File: config.mk
export PLATFORM = sky130hd
export DESIGN_NAME = addr_calc
export DESIGN_NICKNAME = d
export VERILOG_FILES = /design/src/rtl/addr_calc_pkg.sv /design/src/rtl/addr_calc_decode.sv /design/src/rtl/addr_calc_scale.sv /design/src/rtl/addr_calc_sum.sv /design/src/rtl/addr_calc.sv
export SDC_FILE = /design/constraint.sdc
export NUM_CORES = 2
export LEC_CHECK = 0
export ABC_AREA = 1
export BUFFER_PORTS_ARGS = -buffer_cell sky130_fd_sc_hd__buf_2
export CAP_MARGIN = 20
export CORE_AREA = 2 2 476 478
export CTS_CLUSTER_SIZE = 28
export DETAILED_ROUTE_END_ITERATION = 10
export DIE_AREA = 0 0 478 480
export GPL_TIMING_DRIVEN = 1
export MAX_ROUTING_LAYER = met4
export SLEW_MARGIN = 20
export SYNTH_ARGS = -nofsm -noshare
export SYNTH_HDL_FRONTEND = slang
export SYNTH_SLANG_ARGS = --single-unit
File: constraint.sdc
create_clock -name clk -period 1.8 [get_ports clk]
set_input_delay 0.18 -clock clk [delete_from_list [all_inputs] [get_ports clk]]
set_output_delay 0.18 -clock clk [all_outputs]
set_load 0.05 [all_outputs]
File: src/rtl/addr_calc_pkg.sv
package addr_calc_pkg;

   localparam int REG_ID_W = 4;

   typedef enum logic [1:0] {
      DISP_NONE = 2'd0,
      DISP_BYTE = 2'd1,
      DISP_WORD = 2'd2
   } disp_kind_e;

   typedef struct packed {
      logic                ip_rel;
      logic                base_en;
      logic [REG_ID_W-1:0] base_id;
      logic                idx_en;
      logic [REG_ID_W-1:0] idx_id;
      logic [1:0]          scale;
      disp_kind_e          disp_kind;
   } ea_sel_t;

endpackage

File: src/rtl/addr_calc_decode.sv
module addr_calc_decode
   import addr_calc_pkg::*;
(
   input  logic [7:0] form_i,
   input  logic [7:0] scix_i,
   input  logic       ext_base_i,
   input  logic       ext_index_i,
   input  logic       mode64_i,
   output ea_sel_t    sel_o
);

   localparam logic [2:0] SEL_SCIX   = 3'b100;
   localparam logic [2:0] SEL_NOREG  = 3'b101;
   localparam logic [REG_ID_W-1:0] ID_NO_INDEX = 4'b0100;

   logic [1:0] md;
   logic [2:0] sel;
   logic       eb;
   logic       ex;
   logic       unused_reg;

   assign md = form_i[7:6];
   assign sel = form_i[2:0];
   assign eb = ext_base_i & mode64_i;
   assign ex = ext_index_i & mode64_i;
   assign unused_reg = ^form_i[5:3];

   always_comb begin
      sel_o = '0;
      if (sel == SEL_SCIX) begin
         sel_o.base_id = {eb, scix_i[2:0]};
         sel_o.base_en = !(md == 2'b00 && scix_i[2:0] == SEL_NOREG);
         sel_o.idx_id  = {ex, scix_i[5:3]};
         sel_o.idx_en  = ({ex, scix_i[5:3]} != ID_NO_INDEX);
         sel_o.scale   = scix_i[7:6];
      end else begin
         sel_o.base_id = {eb, sel};
         sel_o.base_en = !(md == 2'b00 && sel == SEL_NOREG);
         sel_o.ip_rel  = mode64_i && md == 2'b00 && sel == SEL_NOREG;
      end
      case (md)
         2'b01:   sel_o.disp_kind = DISP_BYTE;
         2'b10:   sel_o.disp_kind = DISP_WORD;
         default: sel_o.disp_kind = sel_o.base_en ? DISP_NONE : DISP_WORD;
      endcase
   end

endmodule

File: src/rtl/addr_calc_scale.sv
module addr_calc_scale #(
   parameter int XLEN        = 64,
   parameter int SCALE_STEPS = 4,
   localparam int SCALE_W    = $clog2(SCALE_STEPS)
) (
   input  logic [XLEN-1:0]    idx_i,
   input  logic [SCALE_W-1:0] scale_i,
   output logic [XLEN-1:0]    scaled_o
);

   logic [SCALE_STEPS-1:0][XLEN-1:0] shifted;

   for (genvar k = 0; k < SCALE_STEPS; k++) begin : g_step
      assign shifted[k] = idx_i << k;
   end

   assign scaled_o = shifted[scale_i];

endmodule

File: src/rtl/addr_calc_sum.sv
module addr_calc_sum
   import addr_calc_pkg::*;
#(
   parameter int XLEN     = 64,
   parameter int DISP_W   = 32,
   parameter int NARROW_W = 32
) (
   input  ea_sel_t           sel_i,
   input  logic [XLEN-1:0]   base_val_i,
   input  logic [XLEN-1:0]   scaled_i,
   input  logic [DISP_W-1:0] disp_i,
   input  logic [XLEN-1:0]   next_ip_i,
   input  logic              narrow_i,
   output logic [XLEN-1:0]   ea_o
);

   logic [XLEN-1:0] disp_ext;
   logic [XLEN-1:0] base_term;
   logic [XLEN-1:0] raw;

   always_comb begin
      case (sel_i.disp_kind)
         DISP_BYTE: disp_ext = {{(XLEN-8){disp_i[7]}}, disp_i[7:0]};
         DISP_WORD: disp_ext = {{(XLEN-DISP_W){disp_i[DISP_W-1]}}, disp_i};
         default:   disp_ext = '0;
      endcase
      if (sel_i.ip_rel)       base_term = next_ip_i;
      else if (sel_i.base_en) base_term = base_val_i;
      else                    base_term = '0;
   end

   assign raw = base_term + scaled_i + disp_ext;

   if (XLEN > NARROW_W) begin : g_narrow
      assign ea_o = narrow_i ? {{(XLEN-NARROW_W){1'b0}}, raw[NARROW_W-1:0]} : raw;
   end else begin : g_flat
      logic unused_narrow;
      assign unused_narrow = narrow_i;
      assign ea_o = raw;
   end

endmodule

File: src/rtl/addr_calc.sv
module addr_calc
   import addr_calc_pkg::*;
#(
   parameter int XLEN     = 64,
   parameter int DISP_W   = 32,
   parameter int NUM_REGS = 16,
   parameter int NARROW_W = 32
) (
   input  logic                           clk,
   input  logic                           rst_n,
   input  logic                           valid_i,
   input  logic [7:0]                     form_i,
   input  logic [7:0]                     scix_i,
   input  logic                           ext_base_i,
   input  logic                           ext_index_i,
   input  logic [DISP_W-1:0]              disp_i,
   input  logic                           mode64_i,
   input  logic                           addr32_i,
   input  logic [XLEN-1:0]                next_ip_i,
   input  logic [NUM_REGS-1:0][XLEN-1:0]  gpr_i,
   output logic [XLEN-1:0]                ea_o,
   output logic                           ip_rel_o,
   output logic                           no_base_o,
   output logic                           no_index_o,
   output logic                           valid_o
);

   localparam int ID_W = $clog2(NUM_REGS);

   if (NUM_REGS != (1 << REG_ID_W)) begin : g_bad_regs
      $error("addr_calc: NUM_REGS must equal 2**REG_ID_W");
   end
   if (ID_W != REG_ID_W) begin : g_bad_id
      $error("addr_calc: register id width mismatch");
   end
   if (DISP_W < 8 || DISP_W > XLEN) begin : g_bad_disp
      $error("addr_calc: DISP_W out of range");
   end
   if (NARROW_W > XLEN) begin : g_bad_narrow
      $error("addr_calc: NARROW_W wider than XLEN");
   end

   ea_sel_t         sel;
   logic [XLEN-1:0] base_val;
   logic [XLEN-1:0] idx_val;
   logic [XLEN-1:0] scaled;
   logic [XLEN-1:0] ea_next;
   logic            narrow;

   addr_calc_decode u_decode (
      .form_i      (form_i),
      .scix_i      (scix_i),
      .ext_base_i  (ext_base_i),
      .ext_index_i (ext_index_i),
      .mode64_i    (mode64_i),
      .sel_o       (sel)
   );

   assign base_val = gpr_i[sel.base_id];
   assign idx_val  = sel.idx_en ? gpr_i[sel.idx_id] : '0;
   assign narrow   = !mode64_i || addr32_i;

   addr_calc_scale #(
      .XLEN        (XLEN),
      .SCALE_STEPS (4)
   ) u_scale (
      .idx_i    (idx_val),
      .scale_i  (sel.scale),
      .scaled_o (scaled)
   );

   addr_calc_sum #(
      .XLEN     (XLEN),
      .DISP_W   (DISP_W),
      .NARROW_W (NARROW_W)
   ) u_sum (
      .sel_i      (sel),
      .base_val_i (base_val),
      .scaled_i   (scaled),
      .disp_i     (disp_i),
      .next_ip_i  (next_ip_i),
      .narrow_i   (narrow),
      .ea_o       (ea_next)
   );

   always_ff @(posedge clk or negedge rst_n) begin
      if (!rst_n) begin
         ea_o       <= '0;
         ip_rel_o   <= 1'b0;
         no_base_o  <= 1'b0;
         no_index_o <= 1'b0;
         valid_o    <= 1'b0;
      end else begin
         valid_o <= valid_i;
         if (valid_i) begin
            ea_o       <= ea_next;
            ip_rel_o   <= sel.ip_rel;
            no_base_o  <= !sel.base_en && !sel.ip_rel;
            no_index_o <= !sel.idx_en;
         end
      end
   end

endmodule

==> metrics.csv <==
metric,value,unit
status,finished with violations,
violations,setup timing,
worstMarginPinSlew,0.763,ns
avgViaCountPerCell,4.84,
grt_pass1_vias,48543,
slew_headroom,49.1,%
worstPathArrival,4.85,ns
rsz0062_at_grt,yes,
die-area,0.229,sq mm
drv_slew,0,
synth-seq-area-share,5.73,%
synth_cells,5751,
fin_area,0.0556,sq mm
io_pins,1211,
vias,53388,
fin_crit,4.57,ns
regArea,0.00170,sq mm
min_from,valid_i,
place_inst,10557,
p_leak,25.7,nW
hold_end,valid_o,
root_buffer,clkbuf_16,
drt_iter0_drc,5594,
gp_congestion,1.05,
coreArea,0.224,sq mm
cts_tree,built,
rrSetupSlack,1.02,ns
clock_latency,0.37,ns
hp-class,primary input to flip-flop,
fin_tns_setup,-153.82,ns
wl_per_cell,29.8,microns
clkTransAtPathRegs,0.07,ns
io_buffer_count,1207,
cts.sinks,68,
syn2layout_area_growth,87.2,%
drc,0,
worstReg2RegStart,ea_o[54],
setup_viol_count_final,64,
drive_gt1_share,42.4,%
dp_hpwl,276,mm
pre_cts_ws,-3.68,ns
gr-total-overflow,0,
grt_max_degree,54,
worst_clock_skew,0,ns
synth_nets,7023,
grt_usage,27.2,%
yosys_warnings,0,
cts.path.max_buffers,2,
maxCapViolations,0,
cp-end-kind,flip-flop,
fillCellCount,25678,
syn_avg_cell_area,5.16,sq um
irDropWorstVdd,490,uV
ant_nets,0,
holdPathStages,2,
worstPathRequired,2.08,ns
finalWirelength,329,mm
multi_input_area,0.0290,sq mm
die_h,480,microns
r2r_cells,2,
fin_nets,9026,
fin_cells,11032,
syn_area,0.0297,sq mm
critPathLaunchType,primary input,
num_rows,174,
start_util,13.3,%
p_per_area,545,mW/mm^2
cp_max_fo,25,
final-hold-violation-count,0,
path_class,primary input to flip-flop,
antenna_found_initial,368,
placed_area,0.0479,sq mm
htreeDepth,3,
synth.distinct_cells,55,
numCtsBuffers,9,
grt_pass1_wl,420,mm
ys_ff_latch,68,
period_share,254,%
dr.pass1.iters,7,
reg2reg_to,ea_o[54],
fmax,219,MHz
die_w,478,microns
fin_ws,-2.77,ns
[metrics by stage]
stage | power, mW | utilization [%] | hold WS [ns]
final | 30.3 | 24.8 | 0.247
after CTS | 27.4 | 22.5 | 0.260
after floorplan | 12.5 | - | -0.116
after global routing | 32.0 | 24.8 | 0.275
after global placement | 23.9 | 21.4 | 0.174
after detailed placement | 23.8 | 21.4 | 0.177
[how the worst max path moves through the flow]
stage	start	endpoint	slack, ns	cells after the start
global route	form_i[1]	ea_o[51]	-2.85	36
global placement	form_i[1]	ea_o[59]	-3.63	29
CTS	form_i[0]	ea_o[46]	-2.71	33
floorplan	form_i[1]	ea_o[61]	-2.07	34
finish	form_i[1]	ea_o[52]	-2.77	26
detailed placement	form_i[1]	ea_o[38]	-3.68	31
[flip-flops by register name (all words and copies together) (netlist names)]
signal,cells
no_base_o,1
ea_o,64
valid_o,1
ip_rel_o,1
no_index_o,1
[routing by layer]
| layer | global-route usage (%) | share of wire (%) | vias to the layer above |
|---|---|---|---|
| met3 | 7.39 | 9.9 | 922 |
| met2 | 43.9 | 46 | 3458 |
| met4 | 18.7 | 8.5 | 0 |
| li1 | - | - | 24060 |
| met5 | - | 0 | - |
| met1 | 29.2 | 36 | 24948 |
[synthesized netlist by cell type, drive strengths merged]
cell type | instances | area share [%]
xor2 | 6 | 0.18
a211o | 1 | 0.029
a31oi | 21 | 0.49
nor4 | 3 | 0.063
nand2 | 2102 | 27
buf | 263 | 5.0
or2 | 6 | 0.13
nand3 | 688 | 12
o21bai | 6 | 0.15
fa | 64 | 4.3
and3 | 2 | 0.042
o41ai | 1 | 0.029
a21boi | 4 | 0.10
o211ai | 143 | 3.6
nand4 | 17 | 0.36
clkbuf | 216 | 2.7
o21a | 8 | 0.20
a311oi | 17 | 0.52
a31o | 1 | 0.029
a21oi | 329 | 5.5
a32o | 127 | 4.3
a22o | 1 | 0.029
nor2 | 460 | 5.9
nor3 | 10 | 0.17
ha | 65 | 2.7
o31ai | 17 | 0.43
mux2i | 3 | 0.10
o21ai | 605 | 10
nand3b | 3 | 0.076
inv | 286 | 3.6
a221oi | 51 | 1.5
a211oi | 1 | 0.025
dfrtp | 68 | 5.7
xnor2 | 14 | 0.41
clkinv | 1 | 0.013
a21o | 15 | 0.38
o22ai | 126 | 2.7
[critical path, cell delays in order]
cell	delay [ns]
buf_12	0.11
nor2_4	0.21
buf_12	0.16
nand2_8	0.07
buf_8	0.14
o21ai_4	0.22
inv_8	0.11
buf_4	0.16
buf_12	0.15
buf_4	0.19
a21oi_1	0.48
o21ai_0	0.23
inv_1	0.14
fa_1	0.39
inv_1	0.09
ha_4	0.21
a21oi_1	0.25
o21a_1	0.22
o21ai_1	0.12
a21o_1	0.19
nand3b_1	0.26
nand2_1	0.12
nand2_2	0.07
buf_4	0.13
o21ai_2	0.10
nand2_1	0.06
[cells in the final DEF, fill, tap and decap left out, types with 85 or more instances in the layout]
| master | count |
|---|---|
| nor2_1 | 344 |
| nand2_1 | 1957 |
| a21oi_1 | 250 |
| buf_6 | 99 |
| inv_1 | 199 |
| buf_12 | 152 |
| buf_2 | 1202 |
| diode_2 | 281 |
| nand3_2 | 95 |
| o21ai_2 | 85 |
| o211ai_1 | 143 |
| nand3_1 | 574 |
| o21ai_1 | 117 |
| o22ai_1 | 123 |
| buf_4 | 948 |
| o21ai_0 | 386 |
| nand2_2 | 104 |
| a32o_1 | 126 |
[cell type report]
| cell class | instances | area share (%) |
|---|---|---|
| clock buffer | 10 | 0.430 |
| timing repair buffer | 2466 | 33.8 |
| sequential | 68 | 3.06 |
| tap | 2992 | 6.73 |
| multi-input combinational | 4918 | 52.1 |
| antenna | 281 | 1.26 |
| clock inverter | 6 | 0.171 |
| timing repair inverter | 4 | 0.158 |
| inverter | 287 | 2.22 |
[repair_timing]
item,4_1_cts,5_1_grt
setup endpoints to repair,64,64
buffers inserted,43,111
hold buffers,1,0
gates resized for setup,389,791
cloned,16,19
endpoints found under the hold margin,25,0
pin swaps,37,217
[kinds of logic (layout without fill, tap and decap cells)]
kind of cell | count (synthesis) | count (layout) | share of synthesized area (%)
AO/OA/AOI/OAI | 1474 | 1474 | 30.3
XOR/XNOR | 20 | 20 | 0.590
adder cells (fa/ha/maj) | 129 | 129 | 7.05
buffers and inverters | 766 | 2773 | 11.3
flip-flops | 68 | 68 | 5.73
multiplexers | 3 | 3 | 0.101
other | 0 | 281 | 0
AND/OR/NAND/NOR | 3291 | 3292 | 45.0
[where the power goes]
part / total, mW / leakage, nW / internal (mW) / switching [mW]
combinational: 25.9 / 24.6 / 10.5 / 15.4
clock: 2.12 / 0.165 / 1.27 / 0.851
sequential: 2.28 / 0.865 / 1.98 / 0.305
Note: power is estimated with default switching activity, not from simulation.
